[config.mk]
export PLATFORM = sky130hd
export DESIGN_NAME = cf_mwdma_engine
export DESIGN_NICKNAME = d
export VERILOG_FILES = /design/src/rtl/cfmw_pkg.sv /design/src/rtl/cfmw_phase_timer.sv /design/src/rtl/cfmw_rq_qual.sv /design/src/rtl/cfmw_byte_swap.sv /design/src/rtl/cf_mwdma_engine.sv
export SDC_FILE = /design/constraint.sdc
export NUM_CORES = 1
export LEC_CHECK = 0
export ABC_AREA = 0
export BUFFER_PORTS_ARGS = -buffer_cell sky130_fd_sc_hd__buf_2
export CAP_MARGIN = 20
export CORE_MARGIN = 1.5
export CORE_UTILIZATION = 40
export CTS_CLUSTER_SIZE = 20
export DETAILED_ROUTE_END_ITERATION = 8
export PLACE_DENSITY = 0.74
export SETUP_SLACK_MARGIN = 0.3
export SYNTH_ARGS = -nofsm -noshare
export SYNTH_HDL_FRONTEND = slang
export SYNTH_SLANG_ARGS = --single-unit
[constraint.sdc]
create_clock -name clk -period 3.75 [get_ports clk]
set_clock_uncertainty 0.05 [all_clocks]
set_input_delay 0.375 -clock clk [delete_from_list [all_inputs] [get_ports clk]]
set_output_delay 0.375 -clock clk [all_outputs]
set_load 0.005 [all_outputs]
[src/rtl/cfmw_pkg.sv]
package cfmw_pkg;

  typedef enum logic [2:0] {
    ST_IDLE,
    ST_QUAL,
    ST_SETUP,
    ST_ACT,
    ST_NEG,
    ST_HOLD,
    ST_PAUSE
  } cfmw_state_e;

  // timing multiplier code: 0 -> x4, 1 -> x1, 2 -> x2, 3 -> x8
  function automatic logic [3:0] mult_of(input logic [1:0] code);
    case (code)
      2'd0:    mult_of = 4'd4;
      2'd1:    mult_of = 4'd1;
      2'd2:    mult_of = 4'd2;
      default: mult_of = 4'd8;
    endcase
  endfunction

endpackage

[src/rtl/cfmw_phase_timer.sv]
module cfmw_phase_timer #(
  parameter int TW = 6,
  localparam int LW = TW + 4
) (
  input  logic          clk,
  input  logic          rst_n,
  input  logic          load,
  input  logic [TW-1:0] field,
  input  logic [1:0]    mult_code,
  output logic          expired
);
  import cfmw_pkg::*;

  logic [LW-1:0] scaled;
  logic [LW-1:0] span;
  logic [LW-1:0] cnt_q, cnt_d;

  always_comb begin
    scaled = LW'(field) * LW'(mult_of(mult_code));
    span   = (scaled == '0) ? LW'(1) : scaled;
  end

  always_comb begin
    cnt_d = cnt_q;
    if (load)              cnt_d = span - LW'(1);
    else if (cnt_q != '0)  cnt_d = cnt_q - LW'(1);
  end

  always_ff @(posedge clk or negedge rst_n) begin
    if (!rst_n) cnt_q <= '0;
    else        cnt_q <= cnt_d;
  end

  assign expired = (cnt_q == '0);

endmodule

[src/rtl/cfmw_rq_qual.sv]
module cfmw_rq_qual #(
  parameter int QW = 4
) (
  input  logic          clk,
  input  logic          rst_n,
  input  logic          armed,
  input  logic          dmarq,
  input  logic [QW-1:0] thresh,
  output logic          ok
);
  logic [QW-1:0] run_q, run_d;

  always_comb begin
    run_d = run_q;
    if (!armed || !dmarq)  run_d = '0;
    else if (run_q != '1)  run_d = run_q + QW'(1);
  end

  always_ff @(posedge clk or negedge rst_n) begin
    if (!rst_n) run_q <= '0;
    else        run_q <= run_d;
  end

  assign ok = armed && dmarq && (run_q >= thresh);

endmodule

[src/rtl/cfmw_byte_swap.sv]
module cfmw_byte_swap #(
  parameter int DW = 16,
  localparam int LANES = DW / 16
) (
  input  logic          swap_en,
  input  logic [DW-1:0] din,
  output logic [DW-1:0] dout
);
  for (genvar g = 0; g < LANES; g++) begin : g_lane
    assign dout[g*16 +: 16] = swap_en ? {din[g*16 +: 8], din[g*16+8 +: 8]}
                                      : din[g*16 +: 16];
  end

endmodule

[src/rtl/cf_mwdma_engine.sv]
module cf_mwdma_engine #(
  parameter int AW = 32,
  parameter int SW = 20,
  parameter int TW = 6,
  parameter int QW = 4,
  parameter int DW = 16
) (
  input  logic          clk,
  input  logic          rst_n,
  input  logic          cfg_wr,
  input  logic          cfg_en,
  input  logic          cfg_to_dev,
  input  logic          cfg_stop_on_drop,
  input  logic          cfg_swap,
  input  logic [SW-1:0] cfg_size,
  input  logic [AW-1:0] cfg_addr,
  input  logic          done_clr,
  input  logic          irq_en,
  input  logic [1:0]    tim_mult,
  input  logic [TW-1:0] rd_act,
  input  logic [TW-1:0] rd_neg,
  input  logic [TW-1:0] wr_act,
  input  logic [TW-1:0] wr_neg,
  input  logic [TW-1:0] ack_setup,
  input  logic [TW-1:0] ack_hold,
  input  logic [TW-1:0] pause_len,
  input  logic [QW-1:0] rq_qual,
  input  logic          ack_pol,
  output logic          busy,
  output logic          done,
  output logic          irq,
  output logic [SW-1:0] size_rb,
  output logic          mem_rd,
  output logic          mem_wr,
  output logic [AW-1:0] mem_addr,
  output logic [DW-1:0] mem_wdata,
  input  logic [DW-1:0] mem_rdata,
  input  logic          dmarq,
  output logic          dmack,
  output logic          dior_n,
  output logic          diow_n,
  output logic [DW-1:0] dd_out,
  output logic          dd_oe,
  input  logic [DW-1:0] dd_in
);
  import cfmw_pkg::*;

  localparam logic [SW-1:0] SIZE_SPENT = '1;
  localparam logic [AW-1:0] ADDR_STEP  = AW'(DW / 8);

  // reset: asserted asynchronously, released on a clock edge
  logic [1:0] rst_sync_q;
  logic       rst_i;

  always_ff @(posedge clk or negedge rst_n) begin
    if (!rst_n) rst_sync_q <= 2'b00;
    else        rst_sync_q <= {rst_sync_q[0], 1'b1};
  end
  assign rst_i = rst_sync_q[1];

  cfmw_state_e   state_q, state_d;
  logic          en_q, en_d, dir_q, dir_d, stop_q, stop_d, swap_q, swap_d;
  logic          fin_q, fin_d, done_q, done_d, done_set;
  logic [SW-1:0] size_q, size_d;
  logic [AW-1:0] addr_q, addr_d;
  logic [DW-1:0] dd_q, dd_d;
  logic          tmr_load, tmr_exp, q_ok, enter_act, word_end, ack_int;
  logic [TW-1:0] tmr_field;
  logic [DW-1:0] mem_sw, dev_sw;

  cfmw_phase_timer #(.TW(TW)) u_timer (
    .clk(clk), .rst_n(rst_i), .load(tmr_load), .field(tmr_field),
    .mult_code(tim_mult), .expired(tmr_exp)
  );

  cfmw_rq_qual #(.QW(QW)) u_qual (
    .clk(clk), .rst_n(rst_i), .armed(state_q == ST_QUAL), .dmarq(dmarq),
    .thresh(rq_qual), .ok(q_ok)
  );

  cfmw_byte_swap #(.DW(DW)) u_swap_mem (.swap_en(swap_q), .din(mem_rdata), .dout(mem_sw));
  cfmw_byte_swap #(.DW(DW)) u_swap_dev (.swap_en(swap_q), .din(dd_in),     .dout(dev_sw));

  assign word_end = (state_q == ST_ACT) && tmr_exp;

  // next-state
  always_comb begin
    state_d  = state_q;
    en_d     = en_q;
    dir_d    = dir_q;
    stop_d   = stop_q;
    swap_d   = swap_q;
    size_d   = size_q;
    addr_d   = addr_q;
    fin_d    = fin_q;
    done_set = 1'b0;
    case (state_q)
      ST_QUAL:  if (q_ok) state_d = ST_SETUP;
      ST_SETUP: if (tmr_exp) state_d = ST_ACT;
      ST_ACT: if (tmr_exp) begin
        state_d = ST_NEG;
        size_d  = size_q - SW'(1);
        addr_d  = addr_q + ADDR_STEP;
      end
      ST_NEG: if (tmr_exp) begin
        if (size_q == SIZE_SPENT) begin
          state_d = ST_HOLD;
          fin_d   = 1'b1;
        end else if (dmarq) begin
          state_d = ST_ACT;
        end else begin
          state_d = ST_HOLD;
          fin_d   = stop_q;
        end
      end
      ST_HOLD: if (tmr_exp) begin
        if (fin_q) begin
          state_d  = ST_IDLE;
          en_d     = 1'b0;
          done_set = 1'b1;
        end else begin
          state_d  = ST_PAUSE;
        end
      end
      ST_PAUSE: if (tmr_exp) state_d = ST_QUAL;
      default: ;
    endcase
    if (cfg_wr) begin
      en_d    = cfg_en;
      dir_d   = cfg_to_dev;
      stop_d  = cfg_stop_on_drop;
      swap_d  = cfg_swap;
      size_d  = cfg_size;
      addr_d  = cfg_addr;
      fin_d   = 1'b0;
      state_d = cfg_en ? ST_QUAL : ST_IDLE;
    end
  end

  always_comb begin
    if (done_set)      done_d = 1'b1;
    else if (done_clr) done_d = 1'b0;
    else               done_d = done_q;
  end

  assign enter_act = (state_d == ST_ACT) && (state_q != ST_ACT);
  assign tmr_load  = (state_d != state_q);
  assign dd_d      = (enter_act && dir_q) ? mem_sw : dd_q;

  always_comb begin
    case (state_d)
      ST_SETUP: tmr_field = ack_setup;
      ST_ACT:   tmr_field = dir_q ? wr_act : rd_act;
      ST_NEG:   tmr_field = dir_q ? wr_neg : rd_neg;
      ST_HOLD:  tmr_field = ack_hold;
      ST_PAUSE: tmr_field = pause_len;
      default:  tmr_field = '0;
    endcase
  end

  // registers
  always_ff @(posedge clk or negedge rst_i) begin
    if (!rst_i) begin
      state_q <= ST_IDLE;
      en_q    <= 1'b0;
      dir_q   <= 1'b0;
      stop_q  <= 1'b0;
      swap_q  <= 1'b0;
      fin_q   <= 1'b0;
      done_q  <= 1'b0;
      size_q  <= SIZE_SPENT;
      addr_q  <= '0;
      dd_q    <= '0;
    end else begin
      state_q <= state_d;
      en_q    <= en_d;
      fin_q   <= fin_d;
      done_q  <= done_d;
      if (cfg_wr) begin
        dir_q  <= dir_d;
        stop_q <= stop_d;
        swap_q <= swap_d;
      end
      if (cfg_wr || word_end) begin
        size_q <= size_d;
        addr_q <= addr_d;
      end
      if (enter_act) dd_q <= dd_d;
    end
  end

  // outputs
  assign ack_int   = (state_q == ST_SETUP) || (state_q == ST_ACT) ||
                     (state_q == ST_NEG)   || (state_q == ST_HOLD);
  assign dmack     = ack_pol ? ack_int : !ack_int;
  assign dior_n    = !((state_q == ST_ACT) && !dir_q);
  assign diow_n    = !((state_q == ST_ACT) && dir_q);
  assign dd_oe     = dir_q && ((state_q == ST_ACT) || (state_q == ST_NEG));
  assign dd_out    = dd_q;
  assign mem_rd    = enter_act && dir_q;
  assign mem_wr    = word_end && !dir_q;
  assign mem_wdata = dev_sw;
  assign mem_addr  = addr_q;
  assign size_rb   = size_q;
  assign busy      = en_q;
  assign done      = done_q;
  assign irq       = done_q && irq_en;

endmodule

==> flow_summary.yaml <==
cells_and_area:
  drive_gt1_share_pct: 44.06
  postLayoutCellArea_mm2: 0.009656
  area_growth_pct: 43.73
  nNetsFinal: 1281
  fill_cells: 1432
synth:
  synth-edff-count: 0
  synth_cell_types: 70
  yosys.area.top_type_share_pct: 27.19
  synth_seq_area_share_pct: 35.02
  synthTopCellsByArea: "dfrtp_1 27%, dfstp_2 7.8%, mux2i_1 6.7%"
  ys.warnings.count: 0
  synth-main-ff-cell: "dfrtp_1"
  ys_ff_latch: 93
  synthCells: 765
  syn_avg_cell_area_um2: 8.781
  async_flop_share_pct: 100.0
  synth_area_mm2: 0.006718
  yosysTopAreaCell: "dfrtp_1"
  synth.net_count: 939
timing:
  period_share_pct: 166.5
  final.min_clock_period_ps: 6245
  tightestPinTransition_ps: 1003
  finalSetupTns_ps: -22830
  max_clock_freq_ghz: 0.1601
  drv_slew: 0
  slew_headroom_pct: 33.10
  rsz0062_at_grt: "yes"
  fin_ws_ps: -2495
  hold_viol_final: 0
  setup_viol: 10
setup_path:
  crit_required_ps: 3920
  worstReg2RegEnd: "u_timer.cnt_q[6]$_DFFE_PN0P_"
  worstSetupEndpointType: "register"
  r2r.worst_path.cells: 25
  reg2reg_from: "u_timer.cnt_q[9]$_DFFE_PN0P_"
  crit_arrival_ps: 6410
  max_stage_delay_ps: 580
  crit_type: "reg2reg"
  slowest_stage: "or4_4"
  worst-path-buf-inv: 3
  path_common_cell: "mux2i_1"
  worstSetupStartpointType: "register"
  r2r_setup_slack_ps: -2490
  cp_top_family: "simple AND/OR/NAND/NOR gates"
  cp_max_fo: 5
drt:
  drt_iter0_drc: 334
  routed_via_density: 5.159
  dr.pass1.iters: 5
  avgRoutedWirePerCell_um: 15.58
  drc: 0
  drt_wl_total_um: 20770
  num_vias: 6877
  ant_nets: 0
power:
  peakVddDrop_mv: 0.2698
  powerDensity_mw_per_mm2: 346.9
  p_leak_nw: 4.634
  power_mw: 3.349
outcome:
  violations: "setup timing"
  outcome: "complete, but fails checks"
global_route:
  grt_pass1_vias: 6738
  grt_overflow: 0
  grt_pass1_wl_um: 32830
  antenna_found_initial: 1
  grt_usage_pct: 23.00
  grt_max_degree: 103
clocking:
  cts_tree: "built"
  htree_levels: 3
  cts_sinks: 93
  numCtsBuffers: 9
  cts.clk_slew.worst_paths_ps: 70
  cts_buffer_depth: 2
  clock_latency_ps: 360
  cts-root-buf: "clkbuf_16"
floorplanning:
  die_h_um: 132.6
  die_area_mm2: 0.01758
  start_util_pct: 40.80
  io_pins: 236
  die_w_um: 132.6
  num_rows: 47
  core_area_mm2: 0.01647
flow_run:
  max_cap_viol_count: 0
hold_path:
  whs_path_depth: 2
  min_to: "done$_DFFE_PN0P_"
  min_path_type: "in2reg"
  min_from: "done_clr"
placement:
  detailed_place_hpwl_um: 16150
  gp_congestion: 0.9087
  io_buffers: 235
  placed_area_mm2: 0.009040
-- cell usage after synthesis (21+ instances only) --
master    instances
xnor2_1          35
inv_1            29
a21oi_1          26
clkbuf_1         27
nor2_1           79
nand3_1          21
dfrtp_1          73
nand2_1          98
o21ai_0          51
xor2_1           25
ha_1             23
mux2_2           23
mux2i_1          45
-- per-layer routing --
layer  GRT usage [%]  vias to the layer above  wire length [um]
met1           27.63                     3254              8543
li1                -                     3364                 -
met4           9.341                        0               640
met3           3.410                       43               936
met2           41.24                      216             10640
met5               0                        -                 0
-- registers in the layout (all words and copies together), names as in the netlist, 2 cells and up --
name,count
mem_addr,32
size_rb,20
dd_out,16
u_timer.cnt_q,10
u_qual.run_q,4
state_q,3
rst_sync_q,2
-- cells in the final DEF, fill, tap and decap left out, types with 15 or more instances in the layout --
| cell | synthesis | final |
|---|---|---|
| dfstp_2 | 20 | 20 |
| mux2i_1 | 45 | 45 |
| mux2_2 | 23 | 23 |
| buf_2 | 4 | 234 |
| dfrtp_1 | 73 | 71 |
| o21ai_0 | 51 | 50 |
| xor2_1 | 25 | 24 |
| nor2_1 | 79 | 78 |
| buf_4 | 0 | 129 |
| inv_1 | 29 | 28 |
| a21oi_1 | 26 | 24 |
| xnor2_1 | 35 | 33 |
| nand3_1 | 21 | 17 |
| nand2_1 | 98 | 97 |
| ha_1 | 23 | 18 |
| nor3_1 | 18 | 16 |
| nand4_1 | 15 | 15 |
-- kinds of logic after synthesis --
logic type / Yosys count / synth area share, %
compound gates: 136 / 12.81
buf+inv: 68 / 4.209
simple gates: 306 / 22.35
fa+ha+maj: 31 / 6.668
flops: 93 / 35.02
other cells: 1 / 0.05582
xor+xnor: 60 / 7.823
mux: 70 / 11.06
-- worst max path at each step --
stage,from,to,slack (ps),depth (start not counted)
floorplan,u_timer.cnt_q[2]$_DFFE_PN0P_,u_timer.cnt_q[8]$_DFFE_PN0P_,-2340,26
global placement,rq_qual[0],u_timer.cnt_q[8]$_DFFE_PN0P_,-2490,26
detailed placement,rq_qual[0],u_timer.cnt_q[8]$_DFFE_PN0P_,-2660,27
CTS,u_timer.cnt_q[2]$_DFFE_PN0P_,u_timer.cnt_q[8]$_DFFE_PN0P_,-2410,26
global route,u_timer.cnt_q[8]$_DFFE_PN0P_,u_timer.cnt_q[8]$_DFFE_PN0P_,-2760,27
finish,u_timer.cnt_q[9]$_DFFE_PN0P_,u_timer.cnt_q[6]$_DFFE_PN0P_,-2490,25
-- timing repair --
action	CTS	global route
hold buffers	1	0
resized for setup	24	20
setup endpoints to repair	10	12
buffers inserted	5	6
pin swaps	11	16
endpoints found under the hold margin	2	0
-- power by group --
group          internal (mW)  switching, mW  total, mW
clock network          0.466          0.434      0.900
logic                  0.618          0.556       1.17
registers               1.14          0.138       1.28
-- worst reg2reg max path: stages, from the launching register on --
cell      delay, ps
dfrtp_1         430
or4_4           580
nor3_4          210
nand4_1         150
a2bb2o_4        250
or3_4           390
buf_6           140
o22a_1          200
o21ai_2         100
nand2_1         110
fa_1            540
fa_1            450
buf_4           160
fa_2            370
nor2b_4         160
o31ai_4          90
nor4b_2         160
a311o_1         310
nor4_2          330
mux2i_1         150
o31a_1          160
ha_4            200
buf_6           120
nand3_4          60
mux2i_1         180
mux2i_1          90
-- final cells by class --
class / count / area [um2] / area share, %
clock inverter: 7 / 67.56 / 0.6998
inverter: 30 / 112.6 / 1.166
clock buffer: 9 / 225.2 / 2.333
timing repair buffer: 369 / 2206 / 22.85
sequential: 93 / 2357 / 24.41
multi-input combinational: 604 / 4409 / 45.67
tap: 220 / 275.3 / 2.851
antenna: 1 / 2.502 / 0.02592
-- stage by stage --
step           hold slack, ps  utilization, %  setup WS (ps)  instances
2_1_floorplan           29.41               -          -2336        765
6_report                156.4           58.64          -2495       1333
4_1_cts                 141.4           57.64          -2411       1326
5_1_grt                 155.2           58.64          -2765       1333
3_5_place_dp            111.3           54.90          -2660       1304
3_3_place_gp            110.4           54.90          -2494       1304
Power figures use the tool's default switching activity.
